**config.mk**
```make
export PLATFORM = sky130hd
export DESIGN_NAME = uart_tx_brk
export DESIGN_NICKNAME = d
export VERILOG_FILES = /design/src/rtl/uart_tx_pkg.sv /design/src/rtl/uart_tx_queue.sv /design/src/rtl/uart_tx_framer.sv /design/src/rtl/uart_tx_brk.sv
export SDC_FILE = /design/constraint.sdc
export NUM_CORES = 1
export LEC_CHECK = 0
export BUFFER_PORTS_ARGS = -buffer_cell sky130_fd_sc_hd__buf_2
export CAP_MARGIN = 10
export CELL_PAD_IN_SITES_DETAIL_PLACEMENT = 0
export CELL_PAD_IN_SITES_GLOBAL_PLACEMENT = 1
export CORE_MARGIN = 2
export CORE_UTILIZATION = 46
export DETAILED_ROUTE_END_ITERATION = 8
export PLACE_DENSITY_LB_ADDON = 0.1
export RECOVER_POWER = 50
export SKIP_LAST_GASP = 1
export SYNTH_ARGS = -nofsm -noshare
export SYNTH_HDL_FRONTEND = slang
export SYNTH_SLANG_ARGS = --single-unit
```
**constraint.sdc**
```tcl
create_clock -name clk -period 3.2 [get_ports clk]
set_input_delay 0.16 -clock clk [delete_from_list [all_inputs] [get_ports clk]]
set_output_delay 0.16 -clock clk [all_outputs]
set_load 0.03 [all_outputs]
```
**src/rtl/uart_tx_pkg.sv**
```systemverilog
package uart_tx_pkg;
  localparam int CTL_W       = 7;
  localparam int CTL_BREAK   = 0;
  localparam int CTL_PAR_ON  = 1;
  localparam int CTL_PAR_EVN = 2;
  localparam int CTL_STOP2   = 3;
  localparam int CTL_QUEUE   = 4;
  localparam int CTL_WLEN_LO = 5;

  typedef enum logic [2:0] {
    ST_IDLE,
    ST_START,
    ST_DATA,
    ST_PAR,
    ST_STOP
  } tx_state_e;
endpackage

```
**src/rtl/uart_tx_queue.sv**
```systemverilog
module uart_tx_queue #(
  parameter int DEPTH  = 16,
  parameter int DATA_W = 8
) (
  input  logic              clk,
  input  logic              rst_n,
  input  logic              deep_mode,
  input  logic              push,
  input  logic [DATA_W-1:0] push_data,
  input  logic              pop,
  output logic [DATA_W-1:0] head_data,
  output logic              empty,
  output logic              full
);
  localparam int PTR_W = $clog2(DEPTH);
  localparam int CNT_W = $clog2(DEPTH + 1);

  logic [DATA_W-1:0] mem [DEPTH];
  logic [PTR_W-1:0]  wr_ptr_q, wr_ptr_d, rd_ptr_q, rd_ptr_d;
  logic [CNT_W-1:0]  cnt_q, cnt_d;
  logic              do_push, do_pop;

  assign empty   = (cnt_q == '0);
  assign full    = deep_mode ? (cnt_q == CNT_W'(DEPTH)) : (cnt_q != '0);
  assign do_push = push && !full;
  assign do_pop  = pop && !empty;
  assign head_data = mem[rd_ptr_q];

  always_comb begin
    wr_ptr_d = wr_ptr_q;
    rd_ptr_d = rd_ptr_q;
    cnt_d    = cnt_q;
    if (do_push) wr_ptr_d = wr_ptr_q + 1'b1;
    if (do_pop)  rd_ptr_d = rd_ptr_q + 1'b1;
    case ({do_push, do_pop})
      2'b10:   cnt_d = cnt_q + 1'b1;
      2'b01:   cnt_d = cnt_q - 1'b1;
      default: cnt_d = cnt_q;
    endcase
  end

  always_ff @(posedge clk or negedge rst_n) begin
    if (!rst_n) begin
      wr_ptr_q <= '0;
      rd_ptr_q <= '0;
      cnt_q    <= '0;
    end else begin
      wr_ptr_q <= wr_ptr_d;
      rd_ptr_q <= rd_ptr_d;
      cnt_q    <= cnt_d;
    end
  end

  always_ff @(posedge clk) begin
    if (do_push) mem[wr_ptr_q] <= push_data;
  end

  AST_NO_OVERFLOW: assert property (@(posedge clk) disable iff (!rst_n)
    cnt_q <= CNT_W'(DEPTH));
  AST_DROP_WHEN_FULL: assert property (@(posedge clk) disable iff (!rst_n)
    (push && full && !pop) |=> $stable(cnt_q));
endmodule

```
**src/rtl/uart_tx_framer.sv**
```systemverilog
module uart_tx_framer
  import uart_tx_pkg::*;
#(
  parameter int OSR    = 16,
  parameter int DATA_W = 8
) (
  input  logic              clk,
  input  logic              rst_n,
  input  logic              en,
  input  logic              tick,
  input  logic [1:0]        wlen,
  input  logic              par_on,
  input  logic              par_even,
  input  logic              stop2,
  input  logic              have_data,
  input  logic [DATA_W-1:0] data_in,
  output logic              take,
  output logic              active,
  output logic              line
);
  localparam int TCNT_W = $clog2(OSR);
  localparam int IDX_W  = $clog2(DATA_W);

  tx_state_e         state_q, state_d;
  logic [TCNT_W-1:0] tcnt_q, tcnt_d;
  logic [IDX_W-1:0]  idx_q, idx_d;
  logic [DATA_W-1:0] shreg_q, shreg_d;
  logic              pbit_q, pbit_d;
  logic [1:0]        wlen_q, wlen_d;
  logic              pon_q, pon_d, stop2_q, stop2_d;
  logic              bit_end;
  logic [DATA_W-1:0] mask;

  assign bit_end = tick && (tcnt_q == TCNT_W'(OSR - 1));
  assign mask    = {DATA_W{1'b1}} >> (2'd3 - wlen);
  assign take    = en && (state_q == ST_IDLE) && have_data;
  assign active  = (state_q != ST_IDLE);

  always_comb begin
    state_d = state_q;
    tcnt_d  = tick ? tcnt_q + 1'b1 : tcnt_q;
    idx_d   = idx_q;
    shreg_d = shreg_q;
    pbit_d  = pbit_q;
    wlen_d  = wlen_q;
    pon_d   = pon_q;
    stop2_d = stop2_q;
    case (state_q)
      ST_IDLE: begin
        tcnt_d = '0;
        if (take) begin
          state_d = ST_START;
          shreg_d = data_in;
          pbit_d  = (^(data_in & mask)) ^ !par_even;
          wlen_d  = wlen;
          pon_d   = par_on;
          stop2_d = stop2;
        end
      end
      ST_START: if (bit_end) begin
        state_d = ST_DATA;
        idx_d   = '0;
      end
      ST_DATA: if (bit_end) begin
        shreg_d = shreg_q >> 1;
        if (idx_q == IDX_W'(4 + wlen_q)) begin
          state_d = pon_q ? ST_PAR : ST_STOP;
          idx_d   = '0;
        end else begin
          idx_d = idx_q + 1'b1;
        end
      end
      ST_PAR: if (bit_end) begin
        state_d = ST_STOP;
        idx_d   = '0;
      end
      ST_STOP: if (bit_end) begin
        if (stop2_q && (idx_q == '0)) idx_d = IDX_W'(1);
        else                          state_d = ST_IDLE;
      end
      default: state_d = ST_IDLE;
    endcase
    if (!en) state_d = ST_IDLE;
  end

  always_comb begin
    case (state_q)
      ST_START: line = 1'b0;
      ST_DATA:  line = shreg_q[0];
      ST_PAR:   line = pbit_q;
      default:  line = 1'b1;
    endcase
  end

  always_ff @(posedge clk or negedge rst_n) begin
    if (!rst_n) begin
      state_q <= ST_IDLE;
      tcnt_q  <= '0;
      idx_q   <= '0;
      shreg_q <= '0;
      pbit_q  <= 1'b0;
      wlen_q  <= '0;
      pon_q   <= 1'b0;
      stop2_q <= 1'b0;
    end else begin
      state_q <= state_d;
      tcnt_q  <= tcnt_d;
      idx_q   <= idx_d;
      shreg_q <= shreg_d;
      pbit_q  <= pbit_d;
      wlen_q  <= wlen_d;
      pon_q   <= pon_d;
      stop2_q <= stop2_d;
    end
  end

  AST_BIT_LENGTH: assert property (@(posedge clk) disable iff (!rst_n)
    ($past(en) && $past(state_q) != ST_IDLE && state_q != $past(state_q))
      |-> ($past(tick) && $past(tcnt_q) == TCNT_W'(OSR - 1)));
  AST_LOAD_ONLY_IDLE: assert property (@(posedge clk) disable iff (!rst_n)
    take |=> (state_q == ST_START));
  AST_NO_START_DISABLED: assert property (@(posedge clk) disable iff (!rst_n)
    (!$past(en) && $past(state_q) == ST_IDLE) |-> state_q == ST_IDLE);
endmodule

```
**src/rtl/uart_tx_brk.sv**
```systemverilog
module uart_tx_brk
  import uart_tx_pkg::*;
#(
  parameter int QUEUE_DEPTH = 16,
  parameter int OSR         = 16,
  parameter int DATA_W      = 8
) (
  input  logic              clk,
  input  logic              rst_n,
  input  logic              uart_en,
  input  logic [CTL_W-1:0]  line_ctl,
  input  logic              baud_tick,
  input  logic              wr_valid,
  input  logic [DATA_W-1:0] wr_char,
  output logic              tx_out,
  output logic              tx_full,
  output logic              tx_busy
);
  logic              q_empty, q_pop, frm_active, frm_line;
  logic [DATA_W-1:0] q_head;

  uart_tx_queue #(.DEPTH(QUEUE_DEPTH), .DATA_W(DATA_W)) u_queue (
    .clk       (clk),
    .rst_n     (rst_n),
    .deep_mode (line_ctl[CTL_QUEUE]),
    .push      (wr_valid),
    .push_data (wr_char),
    .pop       (q_pop),
    .head_data (q_head),
    .empty     (q_empty),
    .full      (tx_full)
  );

  uart_tx_framer #(.OSR(OSR), .DATA_W(DATA_W)) u_framer (
    .clk       (clk),
    .rst_n     (rst_n),
    .en        (uart_en),
    .tick      (baud_tick),
    .wlen      (line_ctl[CTL_WLEN_LO +: 2]),
    .par_on    (line_ctl[CTL_PAR_ON]),
    .par_even  (line_ctl[CTL_PAR_EVN]),
    .stop2     (line_ctl[CTL_STOP2]),
    .have_data (!q_empty),
    .data_in   (q_head),
    .take      (q_pop),
    .active    (frm_active),
    .line      (frm_line)
  );

  assign tx_busy = frm_active || !q_empty;
  assign tx_out  = line_ctl[CTL_BREAK] ? 1'b0 : (uart_en ? frm_line : 1'b1);

  AST_IDLE_HIGH: assert property (@(posedge clk) disable iff (!rst_n)
    (!tx_busy && !line_ctl[CTL_BREAK]) |-> tx_out);
  AST_FULL_IS_BUSY: assert property (@(posedge clk) disable iff (!rst_n)
    tx_full |-> tx_busy);
endmodule

```
==> flow_metrics.env, run 1 <==
export IMPL_setup_worst_path_end_class="flip-flop"
export IMPL_final_setup_tns_ps=0
export IMPL_viasPerCell=5.401
export IMPL_overflow=0
export IMPL_io_pins=23
export IMPL_yosys_area_share_adder_pct=2.181
export IMPL_tightestPinTransition_ps=1995
export IMPL_synth_compound_area_share_pct=4.980
export IMPL_crit_fanout=7
export IMPL_port_buffers=22
export IMPL_outcome="finished, violations left"
export IMPL_cap_violations=1
export IMPL_synth_cells=433
export IMPL_power_density_mw_per_mm2=859.4
export IMPL_syn2layout_area_growth_pct=15.49
export IMPL_min_path_type="in2reg"
export IMPL_netlist_area_mm2=0.006884
export IMPL_worstPathRequired_ps=3500
export IMPL_synth_nets=465
export IMPL_dp_hpwl_um=8842
export IMPL_grt_pass1_wl_um=21470
export IMPL_drive_gt1_share_pct=20.85
export IMPL_fp_dieH_um=126.3
export IMPL_period_needed_ps=2775
export IMPL_yosys_area_share_simple_pct=6.452
export IMPL_cts_resized=0
export IMPL_antenna_cells=0
export IMPL_vias=3662
export IMPL_syn_avg_cell_area_um2=15.90
export IMPL_wirelength_um=13460
export IMPL_ys_flop_type="edfxtp_1"
export IMPL_synth_area_mux_share_pct=11.98
export IMPL_final_area_mm2=0.007950
export IMPL_p_leak_nw=2.828
export IMPL_clk_latency_ps=430
export IMPL_cts_buffers=17
export IMPL_violations="capacitance limit, slew limit"
export IMPL_synthXorXnorAreaFrac_pct=3.490
export IMPL_drt_initial_drc_count=233
export IMPL_reg2reg_slack_ps=430
export IMPL_cp_start_kind="flip-flop"
export IMPL_arrival_ps=3080
export IMPL_post_route_period_util_pct=86.71
export IMPL_clockBufferDepth=2
export IMPL_grt_max_degree=37
export IMPL_skew_ps=13.51
export IMPL_fill_cells=1173
export IMPL_cts_tree="yes"
export IMPL_track_usage_pct=18.23
export IMPL_initial_core_util_pct=47.19
export IMPL_clkSlewWorstSetupHoldPaths_ps=70
export IMPL_yosysTopAreaCell="edfxtp_1"
export IMPL_place_area_mm2=0.007323
export IMPL_antenna_found_initial=0
export IMPL_nets=513
export IMPL_seq_area_mm2=0.004746
export IMPL_die_w_um=126.3
export IMPL_synth_edf_count=128
export IMPL_hold_viol=0
export IMPL_multi_input_area_mm2=0.002002
export IMPL_ys_warn_count=0
export IMPL_finalSetupViolCount=0
export IMPL_dieArea_mm2=0.01596
export IMPL_cts_sinks=164
export IMPL_firstDrtPassIters=4
export IMPL_synth_top_area_share_pct=55.83
export IMPL_gp_congestion=0.8034
export IMPL_slew_headroom_pct=-33.03
export IMPL_synth_area_leaders="edfxtp_1 (56%), dfrtp_1 (13%), mux4_2 (11%)"
export IMPL_core_area_mm2=0.01459
export IMPL_rsz0062_at_grt="false"
export IMPL_antenna_left=0
export IMPL_yosysUniqueCellTypes=42
export IMPL_drc=0
export IMPL_num_rows=44
export IMPL_cts_root_buf="clkbuf_16"
export IMPL_synth_top_family_by_area="multiplexers"
export IMPL_max_clock_freq_mhz=360.4
export IMPL_avgRoutedWirePerCell_um=19.85
export IMPL_grt_pass1_vias=3840
export IMPL_ys_seq_area_share_pct=68.92
export IMPL_async_flop_share_pct=21.95
export IMPL_ir_worst_vdd_uv=489.5
export IMPL_path_class="reg2reg"
export IMPL_synth_seq_cells=164
export IMPL_hold_buffers=5
export IMPL_final_max_slew_viol_count=37
export IMPL_cts_max_level=4
export IMPL_cts_setup_buffers=0
==> layout by cell type, fill, tap and decap left out, drive strengths merged, types with 9 or more instances in the layout <==
cell / instances
a22oi: 14
a21oi: 19
dfrtp: 36
nand2: 45
nor2: 36
edfxtp: 128
xor2: 9
ha: 12
o21ai: 10
mux4: 33
inv: 20
buf: 34
clkbuf: 27
xnor2: 15
==> Yosys cell counts (all sizes together) (3+ instances only) <==
library cell  instances
mux4                 33
ha                   12
nand4                 3
dfrtp                36
clkbuf               13
a31oi                 3
a22oi                14
xor2                  9
a21oi                19
a22o                  3
nor2b                 5
inv                  12
mux2i                 7
o21ai                10
nor3                  5
nor2                 36
buf                   7
xnor2                15
nand2                45
edfxtp              128
==> critical path, stage by stage, from the launching register on <==
cell,delay [ps]
dfrtp_1,450
nor2_1,150
nand2_1,90
nor2_1,220
a21oi_1,90
nor2b_1,160
inv_1,70
ha_1,270
xor2_1,190
ha_1,210
o21ai_0,160
a21oi_1,90
a21oi_1,170
xor2_1,150
nor2_1,60
xor2_1,140
==> flip-flops by register name, summed over array words and instances, names as in the netlist <==
signal / count
u_queue.mem: 128
u_framer.shreg_q: 8
u_queue.cnt_q: 5
u_framer.tcnt_q: 4
u_queue.rd_ptr_q: 4
u_queue.wr_ptr_q: 4
u_framer.idx_q: 3
u_framer.state_q: 3
u_framer.wlen_q: 2
u_framer.pbit_q: 1
u_framer.pon_q: 1
u_framer.stop2_q: 1
==> power by group <==
part / switching (mW) / internal (mW)
Clock: 0.895 / 1.11
Sequential: 0.186 / 2.55
Combinational: 1.03 / 1.06
Total: 2.11 / 4.72
==> final cells by class <==
cell class | count | share of cell area [%]
sequential | 164 | 59.69
multi-input combinational | 237 | 25.18
clock buffer | 17 | 5.351
timing repair buffer | 49 | 4.218
tap | 184 | 2.896
clock inverter | 15 | 2.093
inverter | 12 | 0.5666
==> through the flow <==
stage / hold WS [ps] / instances / setup slack, ps / power, mW / utilization (%)
floorplan: -135.6 / 433 / 250.3 / 4.377 / -
global placement: 308.5 / 641 / 464.2 / 4.872 / 50.20
detailed placement: 317.6 / 641 / 421.4 / 4.901 / 50.20
CTS: 7.879 / 678 / 403.3 / 6.918 / 54.60
global route: 13.95 / 678 / 215.9 / 7.215 / 54.49
finish: 38.06 / 678 / 425.4 / 6.832 / 54.49
==> metal layers <==
| metal | GRT usage (%) | share of wire (%) | routed length (um) |
|---|---|---|---|
| met1 | 25.17 | 48 | 6403 |
| met2 | 29.19 | 48 | 6456 |
| met3 | 4.133 | 3.4 | 464 |
| met4 | 5.882 | 0.98 | 132 |
| met5 | 0 | 0 | 0 |
==> cell families after synthesis <==
family                   count (synthesis)
buffers and inverters                   32
XOR/XNOR                                25
AO/OA/AOI/OAI                           55
flip-flops                             164
AND/OR/NAND/NOR                        104
multiplexers                            41
adder cells (fa/ha/maj)                 12
==> final timing paths <==
| path | end | from | cells after the start |
|---|---|---|---|
| setup / recovery | u_queue.cnt_q[4] | u_queue.cnt_q[1] | 15 |
| hold / removal | u_framer.state_q[2] | uart_en | 2 |
| setup reg to reg | u_queue.cnt_q[4] | u_queue.cnt_q[1] | 15 |
| hold reg to reg | u_queue.cnt_q[4] | u_queue.cnt_q[4] | 1 |
| max in group asynchronous | u_queue.rd_ptr_q[0] | rst_n | 2 |
| min in group asynchronous | u_framer.idx_q[1] | rst_n | 2 |
Note: power is estimated with default switching activity, not from simulation.
==> inputs of run 2 (changes only) <==
--- a/config.mk
+++ b/config.mk
@@ -10,7 +10,7 @@
 export CELL_PAD_IN_SITES_DETAIL_PLACEMENT = 0
 export CELL_PAD_IN_SITES_GLOBAL_PLACEMENT = 1
 export CORE_MARGIN = 2
-export CORE_UTILIZATION = 46
+export CORE_UTILIZATION = 48
 export DETAILED_ROUTE_END_ITERATION = 8
 export PLACE_DENSITY_LB_ADDON = 0.1
 export RECOVER_POWER = 50
==> flow_metrics.env, run 2 (synthesis gave the netlist of run 1 again) <==
export IMPL_dp_hpwl_um=8960
export IMPL_gp_congestion=0.7293
export IMPL_layout_commonest_cell="edfxtp_1"
export IMPL_p_clk_share_pct=29.1
export IMPL_grt_pass1_vias=3691
export IMPL_setup_worst_path_end_class="flip-flop"
export IMPL_skew_ps=14.49
export IMPL_violations="capacitance limit, slew limit"
export IMPL_p_sw_share_pct=30.57
export IMPL_drive_gt1_share_pct=21.37
export IMPL_ir_worst_vdd_uv=435.2
export IMPL_final_setup_tns_ps=0
export IMPL_grt_pass1_wl_um=20790
export IMPL_finalSetupViolCount=0
export IMPL_nets=515
export IMPL_power_switching_mw=2.082
export IMPL_dieArea_mm2=0.01532
export IMPL_slowest_delay_ps=460
export IMPL_clockBufferDepth=2
export IMPL_antenna_cells=0
export IMPL_fp_dieH_um=123.8
export IMPL_reg_top3="u_queue.mem: 128 flops, u_framer.shreg_q: 8 flops, u_queue.cnt_q: 5 flops"
export IMPL_wirelength_um=13450
export IMPL_outcome="finished, violations left"
export IMPL_cpMaxStageDelayCell="dfrtp_1"
export IMPL_fill_cells=1102
export IMPL_avgRoutedWirePerCell_um=19.89
export IMPL_drc=0
export IMPL_initial_core_util_pct=49.40
export IMPL_hold_viol=0
export IMPL_path_class="reg2reg"
export IMPL_place_area_mm2=0.007333
export IMPL_sequentialPowerShare_pct=40.6
export IMPL_seq_area_mm2=0.004746
export IMPL_largest_register_ffs=128
export IMPL_vias=3717
export IMPL_cts_max_level=4
export IMPL_arrival_ps=3120
export IMPL_clk_latency_ps=420
export IMPL_cts_sinks=164
export IMPL_io_pins=23
export IMPL_final_cell_mix="edfxtp_1 (128), nand2_1 (45), nor2_1 (35), dfrtp_1 (35), mux4_2 (33)"
export IMPL_core_area_mm2=0.01393
export IMPL_tightestPinTransition_ps=2066
export IMPL_max_clock_freq_mhz=354.7
export IMPL_cts_buffers=17
export IMPL_comb_power_share_pct=30.3
export IMPL_multi_input_area_mm2=0.002004
export IMPL_largest_register="u_queue.mem"
export IMPL_final_max_slew_viol_count=37
export IMPL_syn2layout_area_growth_pct=15.61
export IMPL_crit_start="u_queue.cnt_q[1]"
export IMPL_viasPerCell=5.499
export IMPL_worstPathRequired_ps=3500
export IMPL_overflow=0
export IMPL_num_rows=43
export IMPL_track_usage_pct=19.36
export IMPL_worstPathCellList="nor2_1, nand2_1, nor2_2, a21oi_1, nor2b_1, inv_1, ha_1, xor2_1, ha_1, o21ai_0, a21oi_1, a21oi_1, xor2_1, nor2_1, xor2_1"
export IMPL_clkSlewWorstSetupHoldPaths_ps=70
export IMPL_min_delay_start="uart_en"
export IMPL_crit_fanout=7
export IMPL_power_density_mw_per_mm2=855.8
export IMPL_period_needed_ps=2820
export IMPL_slew_headroom_pct=-37.71
export IMPL_firstDrtPassIters=7
export IMPL_final_area_mm2=0.007959
export IMPL_holdWs_ps=30.91
export IMPL_antenna_left=0
export IMPL_cp_start_kind="flip-flop"
export IMPL_grt_max_degree=37
export IMPL_cap_violations=1
export IMPL_post_route_period_util_pct=88.11
export IMPL_cts_tree="yes"
export IMPL_drt_initial_drc_count=374
export IMPL_port_buffers=22
export IMPL_die_w_um=123.8
export IMPL_cts_root_buf="clkbuf_16"
export IMPL_antenna_found_initial=0
export IMPL_min_path_type="in2reg"
export IMPL_r2r_start="u_queue.cnt_q[1]"
export IMPL_internal_power_mw=4.729
export IMPL_rsz0062_at_grt="false"
export IMPL_p_leak_nw=2.834
-- run 2: worst max-delay path: cells and delay by family (launching register included) --
family / cells / cell delay [ps]
XOR/XNOR: 3 / 480
adder cells (fa/ha/maj): 2 / 480
flip-flops: 1 / 460
AO/OA/AOI/OAI: 4 / 500
AND/OR/NAND/NOR: 5 / 690
buffers and inverters: 1 / 80
-- run 2: metal layers --
| metal | share of wire [%] | global-route usage [%] | vias up |
|---|---|---|---|
| met5 | 0 | 0 | - |
| met4 | 0.97 | 6.818 | 0 |
| met3 | 4.8 | 4.853 | 6 |
| met2 | 50 | 31.42 | 76 |
| met1 | 44 | 25.62 | 1893 |
| li1 | - | - | 1742 |
-- run 2: area by class of cell --
| class | instances | share of cell area (%) |
|---|---|---|
| clock buffer | 17 | 5.345 |
| clock inverter | 15 | 2.044 |
| inverter | 12 | 0.5659 |
| multi-input combinational | 237 | 25.18 |
| sequential | 164 | 59.63 |
| tap | 180 | 2.830 |
| timing repair buffer | 51 | 4.402 |
-- run 2: final timing paths --
path                                             to  slack (ps)  depth (start not counted)
worst max-delay path               u_queue.cnt_q[4]         380                         15
worst min-delay path            u_framer.state_q[2]          30                          2
worst max register to register     u_queue.cnt_q[4]         380                         15
worst min register to register     u_framer.stop2_q         490                          2
max in group asynchronous       u_queue.rd_ptr_q[0]        1000                          2
min in group asynchronous         u_framer.idx_q[2]         860                          2
-- run 2: power groups by stage --
stage	clock (mW)	sequential (mW)	combinational (mW)
5_1_grt	2.13	2.80	2.26
3_5_place_dp	0	2.81	2.08
2_1_floorplan	0	2.69	1.69
3_3_place_gp	0	2.80	2.06
4_1_cts	2.03	2.77	2.10
6_report	1.98	2.77	2.06
-- run 2: per-stage QoR --
stage                     worst slack [ps]  total power, mW  std cells  utilization, %
after global routing                 83.29            7.194        676           57.12
after floorplan                      250.3            4.377        433               -
after detailed placement             303.7            4.893        639           52.63
final                                380.3            6.811        676           57.12
after global placement               462.7            4.863        639           52.63
after CTS                            276.6            6.895        676           57.21
-- run 2: what timing repair did --
item,in CTS,in global routing
setup endpoints to repair,0,1
hold endpoints to repair,40,0
setup buffers,0,0
hold buffers,5,0
gates resized for setup,0,1
==> inputs of run 3 (changes only) <==
--- a/config.mk
+++ b/config.mk
@@ -6,13 +6,12 @@
 export NUM_CORES = 1
 export LEC_CHECK = 0
 export BUFFER_PORTS_ARGS = -buffer_cell sky130_fd_sc_hd__buf_2
-export CAP_MARGIN = 10
 export CELL_PAD_IN_SITES_DETAIL_PLACEMENT = 0
 export CELL_PAD_IN_SITES_GLOBAL_PLACEMENT = 1
 export CORE_MARGIN = 2
 export CORE_UTILIZATION = 48
 export DETAILED_ROUTE_END_ITERATION = 8
-export PLACE_DENSITY_LB_ADDON = 0.1
+export PLACE_DENSITY = 0.76
 export RECOVER_POWER = 50
 export SKIP_LAST_GASP = 1
 export SYNTH_ARGS = -nofsm -noshare
==> flow_metrics.env, run 3 (synthesis gave the netlist of run 1 again) <==
export IMPL_outcome="finished, violations left"
export IMPL_violations="capacitance limit, slew limit"
export IMPL_power_density_mw_per_mm2=851.9
export IMPL_skew_ps=8.259
export IMPL_rsz0062_at_grt="false"
export IMPL_die_w_um=123.8
export IMPL_drive_gt1_share_pct=20.08
export IMPL_fp_dieH_um=123.8
export IMPL_layout_commonest_cell="edfxtp_1"
export IMPL_comb_power_share_pct=31.1
export IMPL_largest_register="u_queue.mem"
export IMPL_avgRoutedWirePerCell_um=20.16
export IMPL_crit_fanout=7
export IMPL_clk_latency_ps=420
export IMPL_port_buffers=22
export IMPL_arrival_ps=3140
export IMPL_holdWs_ps=16.88
export IMPL_cts_buffers=17
export IMPL_initial_core_util_pct=49.40
export IMPL_largest_register_ffs=128
export IMPL_core_area_mm2=0.01393
export IMPL_power_switching_mw=2.006
export IMPL_p_sw_share_pct=29.89
export IMPL_path_class="reg2reg"
export IMPL_syn2layout_area_growth_pct=14.43
export IMPL_nets=512
export IMPL_clkSlewWorstSetupHoldPaths_ps=60
export IMPL_cts_sinks=164
export IMPL_cts_tree="yes"
export IMPL_p_clk_share_pct=27.9
export IMPL_dieArea_mm2=0.01532
export IMPL_antenna_cells=0
export IMPL_viasPerCell=5.588
export IMPL_grt_max_degree=37
export IMPL_io_pins=23
export IMPL_total_power_mw=6.711
export IMPL_internal_power_mw=4.705
export IMPL_min_path_type="in2reg"
export IMPL_worstPathRequired_ps=3500
export IMPL_p_leak_nw=2.785
export IMPL_cp_start_kind="flip-flop"
export IMPL_post_route_period_util_pct=88.53
export IMPL_cts_resized=0
export IMPL_grt_pass1_vias=3859
export IMPL_firstDrtPassIters=4
export IMPL_track_usage_pct=19.60
export IMPL_cap_violations=1
export IMPL_slew_headroom_pct=-38.86
export IMPL_max_clock_freq_mhz=353.0
export IMPL_dp_hpwl_um=9149
export IMPL_tightestPinTransition_ps=2083
export IMPL_antenna_left=0
export IMPL_final_setup_tns_ps=0
export IMPL_drc=0
export IMPL_cts_root_buf="clkbuf_16"
export IMPL_finalSetupViolCount=0
export IMPL_fin_ws_ps=367.1
export IMPL_setup_worst_path_end_class="flip-flop"
export IMPL_ir_worst_vdd_uv=460.4
export IMPL_sequentialPowerShare_pct=41.1
export IMPL_antenna_found_initial=0
export IMPL_final_core_util_pct=56.53
export IMPL_wirelength_um=13570
export IMPL_period_needed_ps=2833
export IMPL_num_rows=43
export IMPL_clockBufferDepth=2
export IMPL_final_cell_mix="edfxtp_1 (128), nand2_1 (45), nor2_1 (36), dfrtp_1 (35), mux4_2 (33)"
export IMPL_grt_pass1_wl_um=21410
export IMPL_final_max_slew_viol_count=37
export IMPL_overflow=0
export IMPL_vias=3761
export IMPL_dp_slack_ps=392.6
export IMPL_reg_top3="u_queue.mem: 128 flops, u_framer.shreg_q: 8 flops, u_queue.cnt_q: 5 flops"
export IMPL_drt_initial_drc_count=300
export IMPL_hold_viol=0
export IMPL_cts_max_level=4
export IMPL_gp_congestion=0.7648
-- run 3: layout make-up --
cell class	instances	area, um^2
tap	180	225.2
clock buffer	23	467.9
clock inverter	9	81.33
timing repair buffer	48	310.3
fill	1125	6057
sequential	164	4746
multi-input combinational	237	2002
inverter	12	45.04
-- run 3: layer usage --
layer	wire length, um	vias up	GRT usage (%)
met2	6775	81	31.46
met4	155	0	6.250
met5	0	-	0
met1	5890	1938	26.04
li1	-	1727	-
met3	749	15	5.632
-- run 3: per-stage QoR --
step	area, um^2	instances
after CTS	7893	673
after global placement	7313	638
after detailed placement	7313	638
after floorplan	6884	433
final	7878	673
after global routing	7878	673
-- run 3: worst paths after layout --
kind,slack (ps),start,cells after the start,end
max,370,u_queue.cnt_q[1],15,u_queue.cnt_q[4]
min,20,line_ctl[5],3,u_framer.wlen_q[0]
max reg2reg,370,u_queue.cnt_q[1],15,u_queue.cnt_q[4]
min reg2reg,470,u_queue.cnt_q[4],1,u_queue.cnt_q[4]
max in group asynchronous,970,rst_n,2,u_queue.rd_ptr_q[0]
min in group asynchronous,880,rst_n,2,u_framer.idx_q[0]
-- run 3: repair_timing --
action | CTS | global route
buffers inserted | 0 | 0
hold endpoints to repair | 38 | 0
endpoints found under the setup margin | 0 | 0
hold buffers | 3 | 0
-- run 3: critical path, stage by stage, from the launching register on --
cell and delay [ps]:
dfrtp_1 450, nor2_1 140, nand2_1 90, nor2_1 230, a21oi_1 90, nor2b_1 180, inv_1 80, ha_1 260
xor2_1 190, ha_1 220, o21ai_0 160, a21oi_1 90, a21oi_1 170, xor2_1 150, nor2_1 60, xor2_1 140
-- run 3: power groups by stage --
stage	Combinational [mW]	Sequential, mW	Clock, mW
finish	2.08	2.76	1.87
CTS	2.12	2.76	1.91
global placement	2.06	2.79	0
global route	2.28	2.79	1.99
detailed placement	2.09	2.80	0
floorplan	1.69	2.69	0
